==> config.mk <==
export PLATFORM = sky130hd
export DESIGN_NAME = ffsk_modulator
export DESIGN_NICKNAME = d
export VERILOG_FILES = /design/src/rtl/ffsk_pkg.sv /design/src/rtl/ffsk_datapath.sv /design/src/rtl/ffsk_control.sv /design/src/rtl/ffsk_modulator.sv
export SDC_FILE = /design/constraint.sdc
export NUM_CORES = 1
export LEC_CHECK = 0
export BUFFER_PORTS_ARGS = -buffer_cell sky130_fd_sc_hd__buf_2
export CORE_UTILIZATION = 58
export DETAILED_ROUTE_END_ITERATION = 10
export PLACE_DENSITY = 0.83
export RECOVER_POWER = 50
export SYNTH_ARGS = -nofsm -noshare
export SYNTH_HDL_FRONTEND = slang
export SYNTH_SLANG_ARGS = --single-unit
==> constraint.sdc <==
create_clock -name clk -period 4.3 [get_ports clk]
set_input_delay 0.43 -clock clk [delete_from_list [all_inputs] [get_ports clk]]
set_output_delay 0.43 -clock clk [all_outputs]
set_load 0.1 [all_outputs]
==> src/rtl/ffsk_pkg.sv <==
package ffsk_pkg;

  // Strobes from the sequencer to the datapath, at most one load/shift kind per clock.
  typedef struct packed {
    logic advance;    // add one phase step this clock
    logic startWord;  // idle start: step uses the held word, then the shifter takes it
    logic shiftBit;   // move to the next bit of the current word
    logic loadNext;   // word boundary: the shifter takes the held word
  } ffskStrobe_t;

  // Phase increment for a tone, given the accumulator width and the sample rate.
  function automatic longint unsigned toneStep(input longint unsigned freqHz,
                                               input int phaseW,
                                               input longint unsigned rateHz);
    return (freqHz << phaseW) / rateHz;
  endfunction

endpackage

==> src/rtl/ffsk_datapath.sv <==
module ffsk_datapath
  import ffsk_pkg::*;
#(
  parameter int WORD_W      = 8,
  parameter int PHASE_W     = 16,
  parameter int SAMPLE_RATE = 9600,
  parameter int MARK_HZ     = 1200,
  parameter int SPACE_LO_HZ = 1800,
  parameter int SPACE_HI_HZ = 2400
) (
  input  logic               clk,
  input  logic               rstN,
  input  logic               loadValid,
  input  logic [WORD_W-1:0]  loadData,
  input  logic               baudSel,
  input  ffskStrobe_t        st,
  output logic               holdFull,
  output logic               baudQ,
  output logic [PHASE_W-1:0] phaseOut
);

  localparam int STEP_N = 4;  // index {baud, bit}

  logic [WORD_W-1:0]  holdWord;
  logic               holdBaud;
  logic [WORD_W-1:0]  shiftReg;
  logic [PHASE_W-1:0] phaseAcc;
  logic [PHASE_W-1:0] stepTable [STEP_N];
  logic               bitNow;
  logic               baudNow;
  logic [PHASE_W-1:0] stepNow;
  logic               consume;

  // One increment per (baud, bit) pair; a 1 is always the mark tone.
  for (genvar k = 0; k < STEP_N; k++) begin : g_step
    localparam longint unsigned FREQ =
      (k % 2 == 1) ? longint'(MARK_HZ) :
      ((k / 2 == 1) ? longint'(SPACE_HI_HZ) : longint'(SPACE_LO_HZ));
    assign stepTable[k] = PHASE_W'(toneStep(FREQ, PHASE_W, longint'(SAMPLE_RATE)));
  end

  // On an idle start the first sample belongs to the word still in the holding register.
  assign bitNow  = st.startWord ? holdWord[WORD_W-1] : shiftReg[WORD_W-1];
  assign baudNow = st.startWord ? holdBaud : baudQ;
  assign stepNow = stepTable[{baudNow, bitNow}];
  assign consume = st.startWord | st.loadNext;

  always_ff @(posedge clk) begin
    if (!rstN) begin
      holdWord <= '0;
      holdBaud <= 1'b0;
      holdFull <= 1'b0;
      shiftReg <= '0;
      baudQ    <= 1'b0;
      phaseAcc <= '0;
    end else begin
      if (consume) begin
        shiftReg <= holdWord;
        baudQ    <= holdBaud;
      end else if (st.shiftBit) begin
        shiftReg <= {shiftReg[WORD_W-2:0], 1'b0};
      end

      if (st.advance) phaseAcc <= phaseAcc + stepNow;

      // A host write wins over a same-clock hand-off into the shifter.
      if (loadValid) begin
        holdWord <= loadData;
        holdBaud <= baudSel;
        holdFull <= 1'b1;
      end else if (consume) begin
        holdFull <= 1'b0;
      end
    end
  end

  assign phaseOut = phaseAcc;

  // the accumulator only moves when the sequencer asks for a step.
  assert_phase_hold_R6: assert property (@(posedge clk) disable iff (!rstN)
    !st.advance |=> $stable(phaseAcc));

  // a hand-off empties the holding register unless the host refills it.
  assert_hold_consumed_R8: assert property (@(posedge clk) disable iff (!rstN)
    (consume && !loadValid) |=> !holdFull);

endmodule

==> src/rtl/ffsk_control.sv <==
module ffsk_control
  import ffsk_pkg::*;
#(
  parameter int WORD_W      = 8,
  parameter int SAMPLE_RATE = 9600,
  parameter int BAUD_LO     = 1200,
  parameter int BAUD_HI     = 2400
) (
  input  logic        clk,
  input  logic        rstN,
  input  logic        sampleEn,
  input  logic        holdFull,
  input  logic        baudQ,
  input  logic        lastSet,
  input  logic        irqEn,
  input  logic        loadValid,
  output ffskStrobe_t st,
  output logic        busy,
  output logic        doneIrq,
  output logic        underrun
);

  localparam int LEN_LO = SAMPLE_RATE / BAUD_LO;
  localparam int LEN_HI = SAMPLE_RATE / BAUD_HI;
  localparam int CNT_W  = $clog2(LEN_LO + 1);
  localparam int BIT_W  = $clog2(WORD_W + 1);

  logic [CNT_W-1:0] sampleCnt;
  logic [CNT_W-1:0] bitLen;
  logic [BIT_W-1:0] bitsLeft;
  logic             inHang;
  logic             lastPending;
  logic             endBit;

  assign bitLen = baudQ ? CNT_W'(LEN_HI) : CNT_W'(LEN_LO);

  always_comb begin
    st     = '0;
    endBit = 1'b0;
    if (sampleEn) begin
      if (!busy) begin
        if (holdFull) begin
          st.advance   = 1'b1;
          st.startWord = 1'b1;
        end
      end else begin
        st.advance = 1'b1;
        endBit     = (sampleCnt == bitLen - CNT_W'(1));
        if (endBit && !inHang) begin
          if (bitsLeft > BIT_W'(1)) st.shiftBit = 1'b1;
          else if (holdFull)        st.loadNext = 1'b1;
        end
      end
    end
  end

  always_ff @(posedge clk) begin
    if (!rstN) begin
      busy        <= 1'b0;
      doneIrq     <= 1'b0;
      underrun    <= 1'b0;
      inHang      <= 1'b0;
      lastPending <= 1'b0;
      sampleCnt   <= '0;
      bitsLeft    <= '0;
    end else begin
      doneIrq <= 1'b0;
      if (st.startWord) begin
        busy      <= 1'b1;
        sampleCnt <= CNT_W'(1);  // the start clock already sent one sample
        bitsLeft  <= BIT_W'(WORD_W);
      end else if (st.advance) begin
        if (!endBit) begin
          sampleCnt <= sampleCnt + CNT_W'(1);
        end else begin
          sampleCnt <= '0;
          if (inHang) begin
            busy        <= 1'b0;
            inHang      <= 1'b0;
            lastPending <= 1'b0;
            doneIrq     <= irqEn;
          end else if (st.shiftBit) begin
            bitsLeft <= bitsLeft - BIT_W'(1);
          end else if (st.loadNext) begin
            bitsLeft <= BIT_W'(WORD_W);
          end else if (lastPending) begin
            inHang <= 1'b1;  // shifter is not moved: the hang bit repeats the last bit
          end else begin
            busy     <= 1'b0;
            underrun <= 1'b1;
          end
        end
      end
      if (lastSet)   lastPending <= 1'b1;
      if (loadValid) underrun    <= 1'b0;
    end
  end

  // the sample counter stays inside the current bit length.
  assert_count_range_R2: assert property (@(posedge clk) disable iff (!rstN)
    busy |-> (sampleCnt < bitLen));

  // the interrupt marks the end of busy and needs the enable.
  assert_irq_after_hang_R10: assert property (@(posedge clk) disable iff (!rstN)
    doneIrq |-> (!busy && $past(busy) && $past(irqEn)));

  // an underrun stops the modulator without an interrupt.
  assert_underrun_stop_R11: assert property (@(posedge clk) disable iff (!rstN)
    $rose(underrun) |-> ($fell(busy) && !doneIrq));

  // a word only starts on a sample enable.
  assert_start_on_tick_R12: assert property (@(posedge clk) disable iff (!rstN)
    $rose(busy) |-> $past(sampleEn));

endmodule

==> src/rtl/ffsk_modulator.sv <==
module ffsk_modulator
  import ffsk_pkg::*;
#(
  parameter int WORD_W      = 8,
  parameter int PHASE_W     = 16,
  parameter int SAMPLE_RATE = 9600,
  parameter int BAUD_LO     = 1200,
  parameter int BAUD_HI     = 2400,
  parameter int MARK_HZ     = 1200,
  parameter int SPACE_LO_HZ = 1800,
  parameter int SPACE_HI_HZ = 2400
) (
  input  logic               clk,
  input  logic               rstN,
  input  logic               sampleEn,
  input  logic               loadValid,
  input  logic [WORD_W-1:0]  loadData,
  input  logic               baudSel,
  input  logic               lastSet,
  input  logic               irqEn,
  output logic [PHASE_W-1:0] phaseOut,
  output logic               toneSign,
  output logic               busy,
  output logic               doneIrq,
  output logic               underrun
);

  ffskStrobe_t st;
  logic        holdFull;
  logic        baudQ;

  ffsk_control #(
    .WORD_W(WORD_W), .SAMPLE_RATE(SAMPLE_RATE), .BAUD_LO(BAUD_LO), .BAUD_HI(BAUD_HI)
  ) u_ctrl (
    .clk(clk), .rstN(rstN), .sampleEn(sampleEn), .holdFull(holdFull), .baudQ(baudQ),
    .lastSet(lastSet), .irqEn(irqEn), .loadValid(loadValid), .st(st),
    .busy(busy), .doneIrq(doneIrq), .underrun(underrun)
  );

  ffsk_datapath #(
    .WORD_W(WORD_W), .PHASE_W(PHASE_W), .SAMPLE_RATE(SAMPLE_RATE),
    .MARK_HZ(MARK_HZ), .SPACE_LO_HZ(SPACE_LO_HZ), .SPACE_HI_HZ(SPACE_HI_HZ)
  ) u_dp (
    .clk(clk), .rstN(rstN), .loadValid(loadValid), .loadData(loadData),
    .baudSel(baudSel), .st(st), .holdFull(holdFull), .baudQ(baudQ), .phaseOut(phaseOut)
  );

  assign toneSign = phaseOut[PHASE_W-1];

  // without a sample enable the output sample holds.
  assert_no_tick_stable_R6: assert property (@(posedge clk) disable iff (!rstN)
    !sampleEn |=> $stable(phaseOut));

endmodule

==> results_dict.tcl, run 1 <==
set metrics [dict create \
    dp_hpwl_um 2330 \
    worst_pin_slew_ps 1160 \
    area.growth.synth_to_final_pct 6.40 \
    cts_hold_buf 0 \
    worstHoldPathType "in2reg" \
    p_leak_nw 0.781 \
    dieArea_um2 3330 \
    synth_top_area_share_pct 40.1 \
    die_y_um 57.7 \
    tns_ps 0 \
    gr-total-overflow 0 \
    placed_area_um2 1850 \
    io_buffer_count 22 \
    worst_slew_margin_rel_pct 23.0 \
    path_class "reg2reg" \
    clock_path_buffers 2 \
    synthTopCellsByArea "dfxtp_1, mux2i_1, buf_4" \
    drv_cap 0 \
    netlist_area_um2 1800 \
    hold_depth 3 \
    place.gp.congestion 0.839 \
    clock_sinks 36 \
    grt_usage_pct 21.9 \
    dr.pass1.iters 10 \
    cts_setup_buffers 0 \
    power_switching_share_pct 32.2 \
    cp.required_ps 4570 \
    numCtsBuffers 5 \
    cts_tree "built" \
    ir_drop_mv 0.214 \
    regToRegStartpoint "u_dp.holdFull" \
    violations "DRC" \
    grt_pass1_wl_um 5640 \
    period_minus_slack_ps 2340 \
    p_per_area_nw_per_um2 388 \
    final_cell_area_um2 1910 \
    viasPerCell 5.66 \
    initial_core_util_pct 63.1 \
    first_iter_violations 71 \
    antenna_cells 0 \
    regArea_um2 721 \
    finalClockSkew_ps 7.28 \
    synth-edff-count 0 \
    clkPwrFrac_pct 31.9 \
    r2r_end "u_dp.phaseOut[15]" \
    routedWlPerCell_um 13.5 \
    grt_max_degree 35 \
    p_int_w 0.000504 \
    timing.final.crit_share_pct 54.5 \
    drive_gt1_share_pct 12.8 \
    ctsResizeCount 0 \
    path_clk_slew_ps 110 \
    ys_ff_latch 36 \
    grt_pass1_vias 1323 \
    ys_seq_area_share_pct 40.1 \
    avgSynthCellArea_um2 9.09 \
    cp.arrival_ps 2610 \
    io_pins 35 \
    yosysMostFrequentCell "dfxtp_1" \
    fmax_mhz 427 \
    crit_path_end_kind "flop" \
    synth.distinct_cells 42 \
    layout.nets 239 \
    hold_path.startpoint "lastSet" \
    fp.dieW_um 57.7 \
    slew_viol_final 0 \
    cts_root_buf "clkbuf_4" \
    synthArstFlopShare_pct 0 \
    design.core.area_um2 2850 \
    final_hold_viol_count 0 \
    r2r_cells 9 \
    cp-start-kind "flop" \
    power_frac_comb_pct 19.3 \
    setup_viol 0 \
    min_to "u_ctrl.lastPending" \
    via_count 1409 \
    clk_latency_ps 340 \
    yosys_warnings 0 \
    status "finished with violations" \
    cp_max_fo 8 \
    finalPower_w 0.000743 \
    synth_top_area_cell "dfxtp_1" \
    n_fill_cell 241 \
    rrSetupSlack_ps 1960 \
    multiInputGateArea_um2 960 \
    pwr-share-seq_pct 48.8 \
    synth_cells 198 \
    yosys-top-cells-count "dfxtp_1, nand2_1, buf_4, nor2b_1, mux2i_1" \
    htree_levels 2 \
    wl_um 3360 \
    num_rows 19 \
    antenna_found_initial 0 \
    switchingPower_w 0.000239 \
    yosys_most_used_dff "dfxtp_1" \
    ant_nets 0 \
    remaining_drc_errors 1 \
    rsz0062_at_grt "false" \
]
area by class of cell:
class	count	share of cell area, %
multi-input combinational	148	50.1
sequential	36	37.6
timing repair buffer	22	5.23
clock inverter	3	2.22
tap	31	2.03
clock buffer	5	1.96
inverter	4	0.784
sequential cells by signal (all words and copies together) (netlist names):
signal              count
u_ctrl.sampleCnt        4
u_dp.holdWord           8
u_dp.shiftReg           8
u_ctrl.inHang           1
u_dp.phaseOut           4
u_ctrl.busy             1
u_ctrl.lastPending      1
u_dp.holdFull           1
u_dp.holdBaud           1
u_ctrl.underrun         1
u_ctrl.doneIrq          1
u_dp.baudQ              1
u_ctrl.bitsLeft         4
kinds of logic after synthesis:
logic type	Yosys count	share of synthesized area, %
xor+xnor	4	1.95
fa+ha+maj	7	5.29
compound gates	41	15.9
other cells	1	0.208
buf+inv	25	8.55
flops	36	40.1
simple gates	73	22.0
mux	11	6.12
per-layer routing:
| metal | up-vias | track usage [%] | share of wire [%] | wire, um |
|---|---|---|---|---|
| li1 | 697 | - | - | - |
| met2 | 56 | 36.2 | 48 | 1630 |
| met5 | - | 0 | 0 | 0 |
| met4 | 0 | 10.2 | 1.7 | 58 |
| met1 | 648 | 26.5 | 45 | 1500 |
| met3 | 8 | 6.25 | 5.1 | 171 |
placed cells by master (no fill, tap or decap), types with 3 or more instances in the layout:
cell,instances
dfxtp_1,36
nand2_1,26
buf_2,14
nor2b_1,12
conb_1,12
mux2i_1,11
nor2_1,8
clkbuf_1,8
a21oi_1,7
o21ai_1,6
a31oi_1,6
ha_1,6
o21ai_0,5
clkbuf_4,5
nand2b_1,4
o21a_1,4
inv_1,4
nand3_1,4
a21boi_0,4
or3_1,3
nor3_1,3
stage by stage:
| stage | cells | hold slack (ps) | utilization [%] | setup WS (ps) |
|---|---|---|---|---|
| final | 249 | 335 | 67.1 | 1960 |
| after global routing | 249 | 347 | 67.1 | 1810 |
| after CTS | 249 | 338 | 67.7 | 1960 |
| after detailed placement | 241 | 465 | 64.9 | 2000 |
| after global placement | 241 | 450 | 64.9 | 2120 |
| after floorplan | 209 | 444 | - | 1720 |
worst max-delay path by stage:
| stage | start | cells past startpoint | slack, ps | endpoint |
|---|---|---|---|---|
| final | u_dp.holdFull | 9 | 1960 | u_dp.phaseOut[15] |
| after global routing | u_dp.holdFull | 9 | 1810 | u_dp.phaseOut[15] |
| after CTS | u_dp.holdFull | 9 | 1960 | u_dp.phaseOut[15] |
| after detailed placement | sampleEn | 10 | 2000 | u_dp.phaseOut[15] |
| after global placement | sampleEn | 10 | 2120 | u_dp.phaseOut[15] |
| after floorplan | u_ctrl.busy | 9 | 1720 | u_dp.phaseOut[14] |
critical path, stage by stage, from the launching register on:
cell and delay (ps):
dfxtp_1 530, nand2_1 110, or2_1 300, or3_1 330, o31ai_1 70, ha_1 240
a21o_1 140, a21oi_1 70, or3_1 300, a21boi_0 170
power groups by stage:
stage	Combinational [W]	Sequential (W)	Clock, W
floorplan	0.000110	0.000390	0
global placement	0.000139	0.000368	0
detailed placement	0.000144	0.000370	0
CTS	0.000144	0.000362	0.000240
global route	0.000154	0.000365	0.000255
finish	0.000143	0.000362	0.000237
(Power assumes the default switching activity.)
==> run 2: changes to the inputs <==
- CORE_UTILIZATION: 58 -> 49
- PLACE_DENSITY: 0.83 -> 0.75
- clock period: 4.3 -> 1.9 ns (I/O delays scaled with it)
==> run 2 against run 1 <==
  * The run ends with setup timing left
  * Critical path depth did not move
  * Cell count rose by 11%
  * Sequential share of layout area fell by 2.1 points
  * Hold slack got worse by 260 ps
  * Die area rose by 18%
  * Fmax rose by 20%
  * Design area rose by 6.7%
  * Highest routed layer unchanged
==> results_dict.tcl, run 2 (same netlist as run 1, synthesis figures left out) <==
set metrics [dict create \
    via_count 1396 \
    antenna_found_initial 0 \
    design.core.area_um2 3420 \
    p_leak_nw 0.865 \
    cp.arrival_ps 2220 \
    first_iter_violations 46 \
    drive_gt1_share_pct 22.6 \
    slew_viol_final 0 \
    wl_um 3290 \
    timing.final.crit_share_pct 102 \
    area.growth.synth_to_final_pct 13.5 \
    dr.pass1.iters 4 \
    clock_path_buffers 2 \
    grt_pass1_wl_um 5550 \
    rsz0062_at_grt "true" \
    setup_ws_ps -44.0 \
    cts_tree "built" \
    num_rows 21 \
    viasPerCell 5.06 \
    cts_root_buf "clkbuf_4" \
    ir_drop_mv 0.497 \
    cp-start-kind "flop" \
    final_cell_mix "dfxtp_1, nand2_1, buf_2" \
    worst_pin_slew_ps 630 \
    place.gp.congestion 0.737 \
    numCtsBuffers 5 \
    clk_latency_ps 340 \
    remaining_drc_errors 0 \
    period_minus_slack_ps 1940 \
    violations "setup timing" \
    layout.nets 251 \
    setup_viol 1 \
    worst_slew_margin_rel_pct 57.5 \
    tns_ps -44.0 \
    layout_commonest_cell "dfxtp_1" \
    p_per_area_nw_per_um2 778 \
    top_regs "u_dp.holdWord (8), u_dp.shiftReg (8)" \
    io_buffer_count 22 \
    cts_hold_buf 0 \
    io_pins 35 \
    grt_max_degree 23 \
    fmax_mhz 514 \
    worstHoldPathType "in2reg" \
    grt_pass1_vias 1189 \
    path_clk_slew_ps 110 \
    antenna_cells 0 \
    crit_path_end_kind "flop" \
    htree_levels 2 \
    utilization_pct 59.8 \
    dieArea_um2 3920 \
    cp_max_fo 4 \
    drv_cap 0 \
    clock_sinks 36 \
    die_y_um 62.6 \
    initial_core_util_pct 52.7 \
    gr-total-overflow 0 \
    ant_nets 0 \
    grt_usage_pct 18.1 \
    final_hold_viol_count 0 \
    finalClockSkew_ps 9.13 \
    dp_hpwl_um 2310 \
    cp.required_ps 2180 \
    status "finished with violations" \
    fp.dieW_um 62.6 \
    path_class "reg2reg" \
    routedWlPerCell_um 11.9 \
]
[run 2: what timing repair did]
item	CTS	global route
pin swaps	1	1
setup endpoints to repair	3	6
buffers inserted	0	1
endpoints found under the hold margin	0	0
resized for setup	4	0
[run 2: layer usage]
layer,track usage [%],part of all wire (%),vias up
li1,-,-,718
met1,23.4,48,642
met2,27.9,46,32
met3,6.02,4.3,4
met4,6.98,1.3,0
met5,0,0,-
[run 2: area by class of cell]
type / instances / area, um2
fill: 319 / 1370
multi-input combinational: 148 / 976
sequential: 36 / 726
timing repair buffer: 34 / 209
clock buffer: 8 / 58.8
tap: 46 / 57.6
inverter: 4 / 15.0
[run 2: report_power, final]
| group | leakage [nW] | switching (W) | internal [W] |
|---|---|---|---|
| registers | 0.295 | 0.0000244 | 0.000790 |
| logic | 0.538 | 0.000256 | 0.0000949 |
| clock network | 0.0326 | 0.000241 | 0.000183 |
| total | 0.865 | 0.000522 | 0.00107 |
[run 2: stage by stage]
step | hold slack, ps | worst slack, ps | total power, W | area [um2] | std cells
2_1_floorplan | 321 | -153 | 0.00114 | 1860 | 209
3_3_place_gp | 422 | 10.6 | 0.00117 | 1970 | 267
3_5_place_dp | 432 | -46.7 | 0.00118 | 1970 | 267
4_1_cts | 60.7 | -39.1 | 0.00161 | 2040 | 275
5_1_grt | 89.3 | -151 | 0.00167 | 2040 | 276
6_report | 71.9 | -44.0 | 0.00159 | 2040 | 276
[run 2: critical path, cell delays in order (launching register included)]
cell and delay, ps:
dfxtp_2 350, nand2_2 50, or2_4 260, or3_1 320
o31ai_2 70, ha_2 220, a21o_1 130, a21oi_2 60
or3_1 300, a21boi_1 110
[run 2: final timing paths]
check                           cells after the start            endpoint              from  slack (ps)
worst max-delay path                                9   u_dp.phaseOut[15]     u_dp.holdFull         -40
worst min-delay path                                3  u_ctrl.lastPending           lastSet          70
worst max register to register                      9   u_dp.phaseOut[15]     u_dp.holdFull         -40
worst min register to register                      2    u_dp.shiftReg[0]  u_dp.shiftReg[0]         470
